### src/rtl/npc_pkg.sv
package npc_pkg;
   typedef enum logic [2:0] {
      CF_NONE = 3'd0,
      CF_JMP  = 3'd1,
      CF_JAL  = 3'd2,
      CF_JR   = 3'd3,
      CF_BEQZ = 3'd4,
      CF_BNEZ = 3'd5
   } cf_kind_e;

   typedef enum logic [1:0] {
      SEL_SEQ  = 2'd0,
      SEL_JREL = 2'd1,
      SEL_BREL = 2'd2,
      SEL_REG  = 2'd3
   } tgt_sel_e;
endpackage

### src/rtl/npc_offset_ext.sv
module npc_offset_ext #(
   parameter int IN_W = 16,
   parameter int XLEN = 32
) (
   input  logic [IN_W-1:0] raw_i,
   output logic [XLEN-1:0] ext_o
);
   localparam int PAD_W = XLEN - IN_W;

   generate
      if (IN_W > XLEN) begin : g_bad_width
         $error("npc_offset_ext: IN_W exceeds XLEN");
      end
      if (PAD_W == 0) begin : g_pass
         assign ext_o = raw_i;
      end else begin : g_pad
         assign ext_o = {{PAD_W{raw_i[IN_W-1]}}, raw_i};
      end
   endgenerate
endmodule

### src/rtl/npc_cond_eval.sv
module npc_cond_eval
   import npc_pkg::*;
#(
   parameter int XLEN = 32
) (
   input  logic [2:0]      kind_i,
   input  logic [XLEN-1:0] rs_val_i,
   output tgt_sel_e        sel_o,
   output logic            taken_o,
   output logic            link_o
);
   logic rs_zero;
   assign rs_zero = (rs_val_i == '0);

   always_comb begin
      sel_o   = SEL_SEQ;
      taken_o = 1'b0;
      link_o  = 1'b0;
      case (kind_i)
         CF_JMP:  begin sel_o = SEL_JREL; taken_o = 1'b1; end
         CF_JAL:  begin sel_o = SEL_JREL; taken_o = 1'b1; link_o = 1'b1; end
         CF_JR:   begin sel_o = SEL_REG;  taken_o = 1'b1; end
         CF_BEQZ: if (rs_zero)  begin sel_o = SEL_BREL; taken_o = 1'b1; end
         CF_BNEZ: if (!rs_zero) begin sel_o = SEL_BREL; taken_o = 1'b1; end
         default: ;
      endcase
   end
endmodule

### src/rtl/npc_target_sel.sv
module npc_target_sel
   import npc_pkg::*;
#(
   parameter int XLEN       = 32,
   parameter int INSN_BYTES = 4
) (
   input  logic [XLEN-1:0] pc_i,
   input  tgt_sel_e        sel_i,
   input  logic [XLEN-1:0] joff_i,
   input  logic [XLEN-1:0] boff_i,
   input  logic [XLEN-1:0] rs_val_i,
   output logic [XLEN-1:0] next_pc_o,
   output logic [XLEN-1:0] seq_pc_o
);
   localparam logic [XLEN-1:0] STEP = XLEN'(INSN_BYTES);
   logic [XLEN-1:0] jtgt, btgt;

   assign seq_pc_o = pc_i + STEP;
   assign jtgt     = pc_i + joff_i;
   assign btgt     = pc_i + boff_i;

   always_comb begin
      case (sel_i)
         SEL_JREL: next_pc_o = jtgt;
         SEL_BREL: next_pc_o = btgt;
         SEL_REG:  next_pc_o = rs_val_i;
         default:  next_pc_o = seq_pc_o;
      endcase
   end
endmodule

### src/rtl/npc_resolve_unit.sv
module npc_resolve_unit
   import npc_pkg::*;
#(
   parameter int              XLEN       = 32,
   parameter int              JOFF_W     = 26,
   parameter int              BOFF_W     = 16,
   parameter int              INSN_BYTES = 4,
   parameter int              IDX_W      = 5,
   parameter int              LINK_REG   = 31,
   parameter logic [XLEN-1:0] RESET_PC   = '0
) (
   input  logic              clk,
   input  logic              rst_n,
   input  logic [XLEN-1:0]   pc_i,
   input  logic [2:0]        kind_i,
   input  logic [JOFF_W-1:0] offset_i,
   input  logic [XLEN-1:0]   rs_val_i,
   output logic [XLEN-1:0]   next_pc_o,
   output logic              taken_o,
   output logic              link_we_o,
   output logic [IDX_W-1:0]  link_idx_o,
   output logic [XLEN-1:0]   link_data_o
);
   localparam logic [XLEN-1:0] STEP = XLEN'(INSN_BYTES);

   generate
      if (BOFF_W > JOFF_W) begin : g_chk_boff
         $error("npc_resolve_unit: branch field wider than jump field");
      end
      if (LINK_REG >= (1 << IDX_W)) begin : g_chk_link
         $error("npc_resolve_unit: LINK_REG does not fit IDX_W");
      end
   endgenerate

   logic [XLEN-1:0] joff_ext, boff_ext, nxt_c, seq_c;
   tgt_sel_e        sel_c;
   logic            taken_c, link_c;

   npc_offset_ext #(.IN_W(JOFF_W), .XLEN(XLEN)) u_jext (
      .raw_i(offset_i), .ext_o(joff_ext));
   npc_offset_ext #(.IN_W(BOFF_W), .XLEN(XLEN)) u_bext (
      .raw_i(offset_i[BOFF_W-1:0]), .ext_o(boff_ext));

   npc_cond_eval #(.XLEN(XLEN)) u_cond (
      .kind_i(kind_i), .rs_val_i(rs_val_i),
      .sel_o(sel_c), .taken_o(taken_c), .link_o(link_c));

   npc_target_sel #(.XLEN(XLEN), .INSN_BYTES(INSN_BYTES)) u_tgt (
      .pc_i(pc_i), .sel_i(sel_c), .joff_i(joff_ext), .boff_i(boff_ext),
      .rs_val_i(rs_val_i), .next_pc_o(nxt_c), .seq_pc_o(seq_c));

   always_ff @(posedge clk or negedge rst_n) begin
      if (!rst_n) begin
         next_pc_o   <= RESET_PC;
         taken_o     <= 1'b0;
         link_we_o   <= 1'b0;
         link_data_o <= '0;
      end else begin
         next_pc_o   <= nxt_c;
         taken_o     <= taken_c;
         link_we_o   <= link_c;
         link_data_o <= seq_c;
      end
   end

   assign link_idx_o = IDX_W'(LINK_REG);

   // Fall-through always lands one instruction ahead
   p_fall_through_r3: assert property (@(posedge clk) disable iff (!rst_n)
      ($past(rst_n) && !taken_o) |-> next_pc_o == $past(pc_i) + STEP);

   // Link request only from the call kind
   p_link_only_call_r10: assert property (@(posedge clk) disable iff (!rst_n)
      ($past(rst_n) && link_we_o) |-> $past(kind_i) == CF_JAL);

   // Return address is the sequential address
   p_link_data_r5: assert property (@(posedge clk) disable iff (!rst_n)
      ($past(rst_n) && link_we_o) |-> link_data_o == $past(pc_i) + STEP);

   // Register jump is absolute
   p_reg_absolute_r6: assert property (@(posedge clk) disable iff (!rst_n)
      ($past(rst_n) && $past(kind_i) == CF_JR) |-> (taken_o && next_pc_o == $past(rs_val_i)));

   // Zero branch taken only on a zero register
   p_beqz_cond_r7: assert property (@(posedge clk) disable iff (!rst_n)
      ($past(rst_n) && $past(kind_i) == CF_BEQZ) |-> (taken_o == ($past(rs_val_i) == '0)));

   // Not-zero branch taken only on a nonzero register
   p_bnez_cond_r8: assert property (@(posedge clk) disable iff (!rst_n)
      ($past(rst_n) && $past(kind_i) == CF_BNEZ) |-> (taken_o == ($past(rs_val_i) != '0)));
endmodule

### config.mk
export PLATFORM = sky130hd
export DESIGN_NAME = npc_resolve_unit
export DESIGN_NICKNAME = d
export VERILOG_FILES = /design/src/rtl/npc_pkg.sv /design/src/rtl/npc_offset_ext.sv /design/src/rtl/npc_cond_eval.sv /design/src/rtl/npc_target_sel.sv /design/src/rtl/npc_resolve_unit.sv
export SDC_FILE = /design/constraint.sdc
export NUM_CORES = 1
export LEC_CHECK = 0
export ABC_AREA = 1
export BUFFER_PORTS_ARGS = -buffer_cell sky130_fd_sc_hd__buf_2
export CORE_AREA = 2 2 96 121
export DETAILED_ROUTE_END_ITERATION = 12
export DIE_AREA = 0 0 98 123
export HOLD_SLACK_MARGIN = 0.15
export PLACE_DENSITY = 0.88
export REMOVE_ABC_BUFFERS = 1
export SLEW_MARGIN = 20
export SYNTH_ARGS = -nofsm -noshare
export SYNTH_HDL_FRONTEND = slang
export SYNTH_SLANG_ARGS = --single-unit
### constraint.sdc
create_clock -name clk -period 0.8 [get_ports clk]
set_input_delay 0.04 -clock clk [delete_from_list [all_inputs] [get_ports clk]]
set_output_delay 0.04 -clock clk [all_outputs]
set_load 0.01 [all_outputs]
==> out/qor.txt, run 1 <==
status = stopped before the end
stopping stage = global routing (5_1_grt)
first error = [ERROR DPL-0038] Utilization greater than 100%, impossible to legalize
CTS buffer count = 9
part of the Yosys area used for sequential elements = 28.7%
Placer Congestion = 1.02
placed cell count = 1369
Mapped Area = 5760 sq um
H-tree lvl count = 3
Worst EP post-GRT repair = next_pc_o[30]$_DFF_PN0_/D
dpl hpwl = 17500 microns
Netlist cell types = 36
placed cell area = 8050 sq um
synth warn = 0
Seq cells post-synth = 66
clk buf depth = 2
syn avg cell area = 6.32 sq um
port bufs = 160
Ports = 166
Syn Inst Count = 912
Initial Util = 52.8%
largest net degree at the start of global routing = 49
CTS Sinks = 66
Post-Place Worst Slack = -2.97 ns
die width = 98 microns
row count = 43
WEP type = register data pin
Die Ht = 123 microns
CTS root buf = clkbuf_16
==> Yosys cell counts, drive strengths merged <==
cell type / n / area share [%]
nand2: 276 / 18
inv: 141 / 9.2
nor2: 127 / 8.7
a21oi: 97 / 8.7
dfrtp: 66 / 29
nand3: 52 / 4.6
ha: 37 / 8.0
nor3: 23 / 2.6
xor2: 21 / 3.5
o21ai: 18 / 1.6
nand4: 12 / 1.3
clkbuf: 10 / 0.65
buf: 9 / 0.98
xnor2: 7 / 1.3
and2: 3 / 0.33
nand3b: 3 / 0.39
or2: 3 / 0.33
a21o: 1 / 0.13
a22oi: 1 / 0.13
clkinv: 1 / 0.065
conb: 1 / 0.065
fa: 1 / 0.35
nor3b: 1 / 0.13
o21bai: 1 / 0.13
==> cell families after synthesis <==
kind of cell             synth area share (%)
AND/OR/NAND/NOR                          36.6
buffers and inverters                    10.9
AO/OA/AOI/OAI                            10.7
flip-flops                               28.7
adder cells (fa/ha/maj)                  8.38
XOR/XNOR                                 4.78
other                                  0.0651
==> per-stage QoR <==
step | hold WS (ns) | util, %
after floorplan | -0.256 | -
after detailed placement | -0.124 | 73.7
after global placement | -0.125 | 73.7
after CTS | 0.0179 | 94.7
==> what timing repair did <==
item | 4_1_cts
pin swaps | 144
buffers inserted | 42
gates resized for setup | 393
gates cloned | 2
hold buffers | 8
endpoints found under the setup margin | 125
hold endpoints to repair | 101
==> inputs of run 2 (changes only) <==
CORE_AREA = 2 2 124 126   (was 2 2 96 121)
DIE_AREA = 0 0 126 128   (was 0 0 98 123)
HOLD_SLACK_MARGIN = unset   (was 0.15)
PLACE_DENSITY = unset   (was 0.88)
PLACE_DENSITY_LB_ADDON = 0.15   (was unset)
==> run 2 against run 1 <==
Effect of this change:
- the flow now finishes, with violations (setup timing)
- synthesized cell count did not move
- area after synthesis did not move
==> out/qor.txt, run 2 <==
status = complete, but fails checks (was stopped before the end)
violated checks = setup timing
Top cell by count, worst path = buf_4
synth warn = 0 (unchanged)
gr usage total = 30.1%
worst min-delay path class = primary input to register
CTS root buf = clkbuf_16 (unchanged)
met2 usage = 51.2%
syn avg cell area = 6.32 sq um (unchanged)
global route total overflow = 0
Worst slew margin = 67.0%
M3 GR Usage = 3.46%
Worst Setup Path Type = primary input to register
post-synth top area cell = dfrtp_1 (unchanged)
H-tree lvl count = 3 (unchanged)
critical path peak fanout = 8
pwr/cell area = 1370 nW/um^2
Initial Util = 38.8% (was 52.8%)
actual slew at the worst max-slew pin = 0.490 ns
row count = 45 (was 43)
top achievable clock speed = 316 MHz
max cap viols = 0
multiplexer share of the synthesized area = 0% (unchanged)
top-area cell type share of the netlist area = 28.7% (unchanged)
leakage power figure = 5.74 nW
DR vias = 7868
crit path from = rs_val_i[24]
die width = 126 microns (was 98 microns)
placed cell area = 8190 sq um (was 8050 sq um)
worst path bufs/invs = 15
CP max stage delay = 0.28 ns
Critical Path AT = 3.38 ns
Mapped Area = 5760 sq um (unchanged)
biggest registers after layout = link_data_o: 32 flops, next_pc_o: 32 flops
Fin. Hold Viols = 0
EDFF count, synth = 0 (unchanged)
Most used DFF post-synth = dfrtp_1 (unchanged)
met1 Resource Use GR = 39.5%
synth top area cells = dfrtp_1 29%, nand2_1 18%, inv_1 9.0% (unchanged)
port bufs = 160 (unchanged)
Initial DRC Count = 642
setup ws final = -2.36 ns
switching fraction of total power = 37.3%
share of cells above drive strength 1 = 52.1%
Placer Congestion = 0.953 (was 1.02)
Net Switching = 5.61 mW
DRT Wirelength = 27500 microns
Int Power = 9.42 mW
TritonCTS clock tree = yes
TNS Setup = -81.63 ns
top cells by instance count after synthesis = 271 x nand2_1, 138 x inv_1, 122 x nor2_1 (unchanged)
CP max-delay cell = or2_4
max-slew violation count = 0
Tcrit/Tclk final = 395%
compound-cell area share of the yosys netlist = 10.7% (unchanged)
Worst EP required = 1.02 ns
Clk network pwr share = 26.5%
Ports = 166 (unchanged)
part of the Yosys area used for sequential elements = 28.7% (unchanged)
dpl hpwl = 18200 microns (was 17500 microns)
Comb pwr share = 47.9%
Synth async-reset ratio = 100% (unchanged)
largest net degree at the start of global routing = 45
CORE AREA = 14900 sq um
clk buf depth = 2 (unchanged)
CTS buffer count = 9 (unchanged)
maximum vdd drop = 1.18 mV
Reg power frac = 25.6%
clock-pin slew on the worst setup and hold paths = 0.06 ns
crit-path cells = buf_2 -> nor2_1 -> nand4_1 -> or2_4 -> nor2_4 -> buf_4 -> o21ai_2 -> buf_4 -> buf_4 -> buf_4 -> buf_4 -> buf_4 -> buf_4 -> buf_4 -> buf_4 -> buf_4 -> buf_4 -> buf_4 -> a21oi_4 -> ha_4 -> buf_12 -> buf_8 -> a21oi_2 -> a21oi_1
commonest non-fill, non-tap cell in the layout = nand2_1
Die Ht = 128 microns (was 123 microns)
ANT nets after route = 0
global routing's busiest layer = met2
crit start category = primary input
Post-Synth Adder-Cell Area = 8.38% (unchanged)
WL/cell = 18.2 microns
Seq cells post-synth = 66 (unchanged)
first-pass GRT wire length = 37800 microns
fin nets = 1452
fin crit period = 3.16 ns
RSZ-0062 raised after global routing = yes
initial antenna violation count = 1
CTS Sinks = 66 (unchanged)
Syn Inst Count = 912 (unchanged)
vias in the first global route = 7369
die area = 16100 sq um
most instantiated library cell after synthesis = nand2_1 (unchanged)
xor/xnor share of the synthesized area = 4.78% (unchanged)
Crit path depth = 24
Final Setup Violations = 122
area delta synth->final = 90.0%
Post-Synth Simple-Gate Area = 36.6% (unchanged)
Netlist cell types = 36 (unchanged)
Critical Path End Type = register
Total Power = 15.0 mW
most frequent cells in the layout = 205 x nand2_1, 182 x buf_4, 119 x inv_1, 119 x buf_2, 88 x buf_6
Final Instance Area = 11000 sq um
kind of cell adding the most delay to the critical path = buffers and inverters
end of the critical path = next_pc_o[20]
DR DRC count = 0
drt via density = 5.20
Pre-antenna DRT Iters = 5
largest family of logic cells by synthesized area = simple AND/OR/NAND/NOR gates (unchanged)
run 2: cell counts after synthesis:
Identical to the previous run, type by type.
run 2: power by group through the flow:
stage	clock network [mW]	registers, mW	logic [mW]
after floorplan	0	4.05	2.26
after global placement	0	3.87	5.06
after detailed placement	0	3.87	5.09
after CTS	3.97	3.82	6.29
after global routing	4.13	3.87	7.69
final	3.99	3.84	7.19
run 2: how the worst min path moves through the flow:
stage                         from              end  depth (start not counted)
after floorplan              rst_n   link_data_o[0]                          0
after global placement       rst_n     next_pc_o[1]                          1
after detailed placement     rst_n     next_pc_o[1]                          1
after CTS                 pc_i[12]  link_data_o[12]                          2
after global routing      pc_i[25]  link_data_o[25]                          3
final                     pc_i[25]  link_data_o[25]                          3
run 2: area by class of cell:
class | count | area [sq um]
antenna | 1 | 2.50
clock buffer | 10 | 239
clock inverter | 5 | 55.1
fill | 1049 | 3910
inverter | 142 | 572
multi-input combinational | 689 | 4890
sequential | 66 | 1650
tap | 188 | 235
timing repair buffer | 410 | 3300
timing repair inverter | 1 | 8.76
run 2: worst min-delay path, stage by stage:
cell	delay [ns]
buf_6	0.09
buf_6	0.10
xnor2_2	0.07
run 2: through the flow:
| step | setup slack (ns) | utilization [%] | hold slack, ns | std cells |
|---|---|---|---|---|
| after global placement | -2.89 | 55.1 | -0.101 | 1436 |
| after global routing | -2.40 | 73.7 | 0.0163 | 1512 |
| after floorplan | -2.31 | - | -0.256 | 897 |
| final | -2.36 | 73.7 | 0.0112 | 1512 |
| after CTS | -2.00 | 68.0 | -0.00437 | 1505 |
| after detailed placement | -2.85 | 55.1 | -0.101 | 1436 |
run 2: cell families (layout without fill, tap and decap cells):
group           count (synthesis)  count (layout)
xor+xnor                       28              28
simple gates                  500             500
buf+inv                       161             568
other cells                     1               6
compound gates                118             118
flops                          66              66
fa+ha+maj                      38              38
run 2: timing repair:
item,4_1_cts,5_1_grt
hold buffers,3,0
hold endpoints to repair,69,0
gates resized for setup,286,193
gates cloned,3,0
setup buffers,49,26
pin swaps,84,123
setup endpoints to repair,125,125
run 2: per-layer routing:
metal / up-vias / share of wire [%] / wire length (microns)
met5: - / 0 / 0
met4: 0 / 5.2 / 1440
met3: 115 / 7.0 / 1920
met2: 402 / 47 / 13000
met1: 3685 / 41 / 11200
li1: 3666 / - / -
(Power assumes the default switching activity.)
